$ cat src/rtl/kat_pkg.sv
package kat_pkg;
  typedef enum logic [2:0] {
    ST_IDLE,
    ST_TEST_GO,
    ST_TEST_WAIT,
    ST_JUDGE,
    ST_USER_GO,
    ST_USER_WAIT,
    ST_DONE
  } kat_state_t;
endpackage

$ cat src/rtl/kat_seq.sv
module kat_seq
  import kat_pkg::*;
(
  input  logic       clk,
  input  logic       rst,
  input  logic       req_start,
  input  logic       core_done,
  input  logic       match,
  output kat_state_t state,
  output logic       accept,
  output logic       core_go,
  output logic       use_test,
  output logic       take_test,
  output logic       judge,
  output logic       take_user,
  output logic       res_valid
);
  kat_state_t nxt;

  always_ff @(posedge clk) begin
    if (rst) state <= ST_IDLE;
    else     state <= nxt;
  end

  always_comb begin
    nxt = state;
    unique case (state)
      ST_IDLE:      if (req_start) nxt = ST_TEST_GO;
      ST_TEST_GO:   nxt = ST_TEST_WAIT;
      ST_TEST_WAIT: if (core_done) nxt = ST_JUDGE;
      ST_JUDGE:     nxt = match ? ST_USER_GO : ST_DONE;
      ST_USER_GO:   nxt = ST_USER_WAIT;
      ST_USER_WAIT: if (core_done) nxt = ST_DONE;
      ST_DONE:      nxt = ST_IDLE;
      default:      nxt = ST_IDLE;
    endcase
  end

  assign accept    = (state == ST_IDLE) && req_start;
  assign core_go   = (state == ST_TEST_GO) || (state == ST_USER_GO);
  assign use_test  = (state == ST_TEST_GO) || (state == ST_TEST_WAIT);
  assign take_test = (state == ST_TEST_WAIT) && core_done;
  assign judge     = (state == ST_JUDGE);
  assign take_user = (state == ST_USER_WAIT) && core_done;
  assign res_valid = (state == ST_DONE);

  p_go_single_r2: assert property (@(posedge clk) disable iff (rst)
    core_go |=> !core_go);

  p_valid_pulse_r10: assert property (@(posedge clk) disable iff (rst)
    res_valid |=> !res_valid);

  p_busy_ignore_r8: assert property (@(posedge clk) disable iff (rst)
    (state != ST_IDLE) |=> (state != ST_TEST_GO));

  p_skip_on_mismatch_r4: assert property (@(posedge clk) disable iff (rst)
    (judge && !match) |=> (res_valid && !core_go));
endmodule

$ cat src/rtl/kat_operand.sv
module kat_operand #(
  parameter int DATA_W = 128,
  parameter int KEY_W  = 128
) (
  input  logic              clk,
  input  logic              rst,
  input  logic              accept,
  input  logic              use_test,
  input  logic [DATA_W-1:0] req_text,
  input  logic [KEY_W-1:0]  req_key,
  input  logic [DATA_W-1:0] tst_text,
  input  logic [KEY_W-1:0]  tst_key,
  output logic [DATA_W-1:0] core_text,
  output logic [KEY_W-1:0]  core_key
);
  logic [DATA_W-1:0] lat_text;
  logic [KEY_W-1:0]  lat_key;

  always_ff @(posedge clk) begin
    if (rst) begin
      lat_text <= '0;
      lat_key  <= '0;
    end else if (accept) begin
      lat_text <= req_text;
      lat_key  <= req_key;
    end
  end

  assign core_text = use_test ? tst_text : lat_text;
  assign core_key  = use_test ? tst_key  : lat_key;

  p_hold_operands_r7: assert property (@(posedge clk) disable iff (rst)
    !accept |=> ($stable(lat_text) && $stable(lat_key)));
endmodule

$ cat src/rtl/kat_verdict.sv
module kat_verdict #(
  parameter int DATA_W = 128,
  parameter int LANE_W = 8
) (
  input  logic              clk,
  input  logic              rst,
  input  logic              accept,
  input  logic              take_test,
  input  logic              judge,
  input  logic              take_user,
  input  logic [DATA_W-1:0] core_result,
  input  logic [DATA_W-1:0] tst_expect,
  output logic              match,
  output logic [DATA_W-1:0] res_text,
  output logic              res_fail
);
  localparam int LANES = DATA_W / LANE_W;

  logic [DATA_W-1:0] test_q;
  logic [LANES-1:0]  lane_ok;
  logic [DATA_W-1:0] gated;
  logic              pass_q;

  always_ff @(posedge clk) begin
    if (rst)            test_q <= '0;
    else if (take_test) test_q <= core_result;
  end

  genvar g;
  generate
    for (g = 0; g < LANES; g++) begin : g_lane
      assign lane_ok[g] = (test_q[g*LANE_W +: LANE_W] == tst_expect[g*LANE_W +: LANE_W]);
    end
  endgenerate

  assign match = &lane_ok;

  genvar b;
  generate
    for (b = 0; b < DATA_W; b++) begin : g_gate
      assign gated[b] = core_result[b] & pass_q;
    end
  endgenerate

  always_ff @(posedge clk) begin
    if (rst) begin
      pass_q   <= 1'b0;
      res_text <= '0;
      res_fail <= 1'b0;
    end else if (accept) begin
      pass_q   <= 1'b0;
      res_text <= '0;
      res_fail <= 1'b0;
    end else if (judge) begin
      pass_q   <= match;
      res_fail <= !match;
    end else if (take_user) begin
      res_text <= gated;
    end
  end

  p_fail_zeroes_r4: assert property (@(posedge clk) disable iff (rst)
    res_fail |-> (res_text == '0));

  p_user_after_pass_r5: assert property (@(posedge clk) disable iff (rst)
    take_user |-> pass_q);

  p_clear_on_accept_r9: assert property (@(posedge clk) disable iff (rst)
    accept |=> (!res_fail && (res_text == '0)));
endmodule

$ cat src/rtl/kat_guarded_cipher.sv
module kat_guarded_cipher
  import kat_pkg::*;
#(
  parameter int DATA_W = 128,
  parameter int KEY_W  = 128,
  parameter int LANE_W = 8
) (
  input  logic              clk,
  input  logic              rst,
  input  logic              req_start,
  input  logic [DATA_W-1:0] req_text,
  input  logic [KEY_W-1:0]  req_key,
  output logic [DATA_W-1:0] res_text,
  output logic              res_valid,
  output logic              res_fail,
  input  logic [DATA_W-1:0] tst_text,
  input  logic [KEY_W-1:0]  tst_key,
  input  logic [DATA_W-1:0] tst_expect,
  output logic              core_go,
  output logic [DATA_W-1:0] core_text,
  output logic [KEY_W-1:0]  core_key,
  input  logic              core_done,
  input  logic [DATA_W-1:0] core_result
);
  kat_state_t state;
  logic accept, use_test, take_test, judge, take_user, match;

  kat_seq u_seq (
    .clk       (clk),
    .rst       (rst),
    .req_start (req_start),
    .core_done (core_done),
    .match     (match),
    .state     (state),
    .accept    (accept),
    .core_go   (core_go),
    .use_test  (use_test),
    .take_test (take_test),
    .judge     (judge),
    .take_user (take_user),
    .res_valid (res_valid)
  );

  kat_operand #(.DATA_W(DATA_W), .KEY_W(KEY_W)) u_operand (
    .clk       (clk),
    .rst       (rst),
    .accept    (accept),
    .use_test  (use_test),
    .req_text  (req_text),
    .req_key   (req_key),
    .tst_text  (tst_text),
    .tst_key   (tst_key),
    .core_text (core_text),
    .core_key  (core_key)
  );

  kat_verdict #(.DATA_W(DATA_W), .LANE_W(LANE_W)) u_verdict (
    .clk         (clk),
    .rst         (rst),
    .accept      (accept),
    .take_test   (take_test),
    .judge       (judge),
    .take_user   (take_user),
    .core_result (core_result),
    .tst_expect  (tst_expect),
    .match       (match),
    .res_text    (res_text),
    .res_fail    (res_fail)
  );

  p_done_while_running_r3: assert property (@(posedge clk) disable iff (rst)
    (state == ST_IDLE) |-> !core_go);
endmodule

$ cat config.mk
export PLATFORM = sky130hd
export DESIGN_NAME = kat_guarded_cipher
export DESIGN_NICKNAME = d
export VERILOG_FILES = /design/src/rtl/kat_pkg.sv /design/src/rtl/kat_seq.sv /design/src/rtl/kat_operand.sv /design/src/rtl/kat_verdict.sv /design/src/rtl/kat_guarded_cipher.sv
export SDC_FILE = /design/constraint.sdc
export NUM_CORES = 1
export LEC_CHECK = 0
export ABC_AREA = 1
export BUFFER_PORTS_ARGS = -buffer_cell sky130_fd_sc_hd__buf_2
export CORE_AREA = 2 2 457 459
export CTS_CLUSTER_DIAMETER = 200
export CTS_CLUSTER_SIZE = 30
export DETAILED_ROUTE_END_ITERATION = 6
export DIE_AREA = 0 0 459 461
export GPL_TIMING_DRIVEN = 0
export HOLD_SLACK_MARGIN = 0.06
export PLACE_DENSITY = 0.35
export REMOVE_ABC_BUFFERS = 1
export SETUP_SLACK_MARGIN = 0.05
export SLEW_MARGIN = 10
export SYNTH_ARGS = -nofsm -noshare
export SYNTH_HDL_FRONTEND = slang
export SYNTH_HIERARCHICAL = 1
export SYNTH_SLANG_ARGS = --single-unit
$ cat constraint.sdc
create_clock -name clk -period 2.26 [get_ports clk]
set_clock_uncertainty 0.15 [all_clocks]
set_input_delay 0.226 -clock clk [delete_from_list [all_inputs] [get_ports clk]]
set_output_delay 0.226 -clock clk [all_outputs]
set_load 0.01 [all_outputs]
==> results.rst <==
.. list-table::
   :header-rows: 1

   * - Metric
     - Value
   * - Run status
     - finished with violations
   * - Violated checks
     - setup timing
   * - CP delay by family, top
     - buffers and inverters
   * - Clock tree root buffer cell
     - clkbuf_16
   * - Class of the worst hold path
     - in -> reg
   * - Total of warnings raised by yosys
     - 6
   * - Area fraction of the dominant cell type after synthesis
     - a little over two fifths
   * - Number of H-tree levels
     - 1
   * - Fmax achieved
     - 0.3361 GHz
   * - Most frequent cells after synthesis
     - 1,394 x nand2_1, 591 x nor2_1, 576 x inv_1
   * - Initial Util
     - 12.03%
   * - Fin cells
     - 8,329
   * - Sequential share of the synthesized area
     - 41.66%
   * - Post-detailed-routing wire length
     - roughly 160,000 um
   * - Post-route antenna net violation count
     - 0
   * - Placeable core region
     - 0.2064 mm2
   * - Tightest Pin Transition
     - 0.7041 ns
   * - # setup viols final
     - 667
   * - Clk pin slew, worst setup/hold paths
     - approximately 0.13 ns
   * - Fraction of final layout cells sized beyond drive strength 1
     - 31.87%
   * - Die outline area
     - 0.2116 mm2
   * - Core Rows
     - about 170
   * - Count of different cell masters after synthesis
     - 25
   * - Crit path time final
     - 2.976 ns
   * - Library cell with the highest instance count after synthesis
     - nand2_1
   * - Final count of hold timing violations
     - 0
   * - Largest voltage drop on the vdd net
     - approximately 0.55 mV
   * - Startpoint of the most critical register-to-register path
     - u_seq/state[1]
   * - Depth of the worst register-to-register path
     - 19
   * - Biggest area consumer among synthesized cells
     - dfxtp_1
   * - TritonCTS clock tree
     - built
   * - Count of TritonRoute iterations in the first routing pass
     - 5
   * - Final worst slack
     - -0.7157 ns
   * - Insertion delay to the later sink of the worst-skew pair
     - ~0.67 ns
   * - Die X-Extent
     - 459 um
   * - Antenna violations before repair
     - between 70 and 80
   * - Initial DRC count
     - around 1,200
   * - Total power
     - 31.24 mW
   * - Register-to-register setup slack
     - -0.49 ns
   * - Post-synth design cell area
     - about 0.025 mm2
   * - Gr ovfl total
     - 0
   * - Global-route wire length before repair
     - 199,400 um
   * - Via total after detailed routing
     - 30,130
   * - Max capacitance violation total
     - 0
   * - P&R area growth vs syn
     - 77.81%
   * - Total track usage
     - 12.95%
   * - Required time at the worst-slack endpoint
     - 1.88 ns
   * - Dominant register cell in the synthesized netlist
     - dfxtp_1
   * - Max clock buf depth
     - 3
   * - Fin. max-slew vios
     - 0
   * - Post-Synthesis Mean Instance Area
     - 6.294 um2
   * - FF+latch count, synth
     - between 500 and 600
   * - Placer's final routability congestion estimate
     - ~0.85
   * - Most used cell, CP
     - buf_16
   * - FFs w/ async S/R, synth
     - 0%
   * - Vert. Die Dim
     - ~460 um
   * - Cells traversed along the worst timing path
     - inv_4, nand3_4, nand2_4, buf_16, buf_16, buf_16, buf_16, clkbuf_16, o21ai_4, buf_6
   * - Top cells by area in the synthesized netlist
     - dfxtp_1 42%, nand2_1 21%, nor2_1 8.9%, inv_1 8.7%, a21oi_1 4.6%
   * - Critical Path Start Type
     - flop
   * - Wire length per cell after detailed routing
     - 19.06 um
   * - Maximum number of pins on one net before global-route repair
     - 117
   * - Logic depth of the worst setup path including buffers
     - 10
   * - Rel. slew slack
     - 53.06%
   * - Number of input and output port buffers inserted
     - 1,158
   * - Post-route core utilization
     - 21.40%
   * - Worst path bufs/invs
     - 7
   * - Cells after synthesis
     - 3,947
   * - Start point of the critical path
     - u_seq/state[0]
   * - Critical Path Max Stage Delay
     - 0.43 ns
   * - Post-detailed-route DRC marker count
     - 0
   * - Half-perimeter wire length of the detailed placement result
     - 112,500 um
   * - Unrepaired setup endpoints after global routing
     - true
   * - Category of the worst setup path capture point
     - output port
   * - Power per cell area
     - ~710 mW/mm2
   * - I/O pin count
     - 1,159
   * - Number of buffers inserted during clock tree synthesis
     - 21
   * - Setup_tns
     - -277.27 ns
   * - CP Data Arrival Time
     - 2.60 ns
   * - Number of cells after detailed placement
     - 7,646
   * - Highest fanout seen on the critical path
     - 8
   * - DR vias/cell
     - approximately 3.6
   * - End point of the critical path
     - core_text[59]
   * - Post-route fraction of the period consumed by the critical path
     - 131.7%
   * - Number of enable-type register cells in the synthesized netlist
     - 0
   * - Kind of critical path
     - reg -> out
   * - Number of nets at the end of the flow
     - ~6,400
   * - Leakage power figure
     - between 20 and 25 nW
   * - Via count of the first global-routing pass
     - 28,197
   * - # clock sinks
     - 517
   * - Capturing point of the worst reg2reg path
     - u_operand/lat_key[115]
   * - Cell with the largest stage delay on the worst path
     - dfxtp_4
   * - Placement Setup Slack
     - -2.603 ns
-- cell type report --
| cell class | instances | area [um2] |
|---|---|---|
| fill | 23641 | 162300 |
| timing repair buffer | 1857 | 14850 |
| multi-input combinational | 2620 | 12710 |
| sequential | 517 | 10360 |
| tap | 2704 | 3383 |
| inverter | 583 | 2232 |
| clock buffer | 21 | 525.5 |
| antenna | 21 | 52.55 |
| clock inverter | 4 | 41.29 |
| timing repair inverter | 2 | 22.52 |
-- layout by cell type (no fill, tap or decap), drive strengths merged, types with 30 or more instances in the layout --
cell and count:
dfxtp 517, xnor2 98, nor2 593, clkbuf 63
nand2 1394, a21oi 230, buf 1410, a211oi 30
o21ai 257, inv 586, dlygate4sd3 400
-- sequential cells by signal, indices dropped and copies added, names as in the netlist --
signal / count
u_seq/state: 3
u_verdict/test_q: 128
u_operand/lat_text: 128
u_operand/lat_key: 128
u_verdict/res_text: 128
u_verdict/res_fail: 1
u_verdict/pass_q: 1
-- through the flow --
step	area [um2]	hold WS, ns
finish	44170	0.1309
floorplan	23640	0.1384
CTS	40220	0.06987
detailed placement	33850	0.3035
global route	44160	0.1603
global placement	32820	0.2993
-- per-layer routing --
metal  wire, um  up-vias  GRT usage, %  share of wire (%)
met5        365        -             0               0.23
met4       6614       58         4.281                4.2
met3      13300      256         4.475                8.4
met2      79050     1088         23.67                 50
met1      59400    13688         13.79                 37
li1           -    15040             -                  -
-- how the worst min path moves through the flow --
stage                                         to  slack, ns              startpoint  cells after the start
final                           u_verdict/pass_q       0.13          tst_expect[52]                     10
after CTS                       u_verdict/pass_q       0.07          tst_expect[52]                     10
after detailed placement  u_verdict/res_text[51]       0.30  u_verdict/res_text[51]                      2
after global routing            u_verdict/pass_q       0.16          tst_expect[52]                     10
after global placement     u_verdict/res_text[9]       0.30   u_verdict/res_text[9]                      2
after floorplan                   u_seq/state[1]       0.14                     rst                      1
-- power breakdown --
| group | switching, mW | total, mW | internal [mW] |
|---|---|---|---|
| combinational | 8.37 | 15.5 | 7.17 |
| clock | 3.53 | 5.26 | 1.73 |
| sequential | 0.470 | 10.4 | 9.97 |
-- worst reg2reg max path: cells and delay by family, from the launching register on --
kind                   cells  cell delay, ns
buffers and inverters     15            1.71
AND/OR/NAND/NOR            4            0.45
flip-flops                 1            0.39
-- timing repair --
item	CTS	global route
pin swaps	10	99
setup endpoints to repair	748	706
hold buffers	401	0
buffers inserted	38	118
gates resized for setup	232	540
endpoints found under the hold margin	517	0
cloned	27	59
-- cells by family after synthesis --
family                    Yosys count  share of synthesized area [%]
buffers and inverters             811                          13.63
and+or+nand+nor                  2003                          30.48
xor gates and xnor gates           98                          3.455
DFF                               517                          41.66
AOI/OAI and AO/OA                 518                          10.77
(Power assumes the default switching activity.)
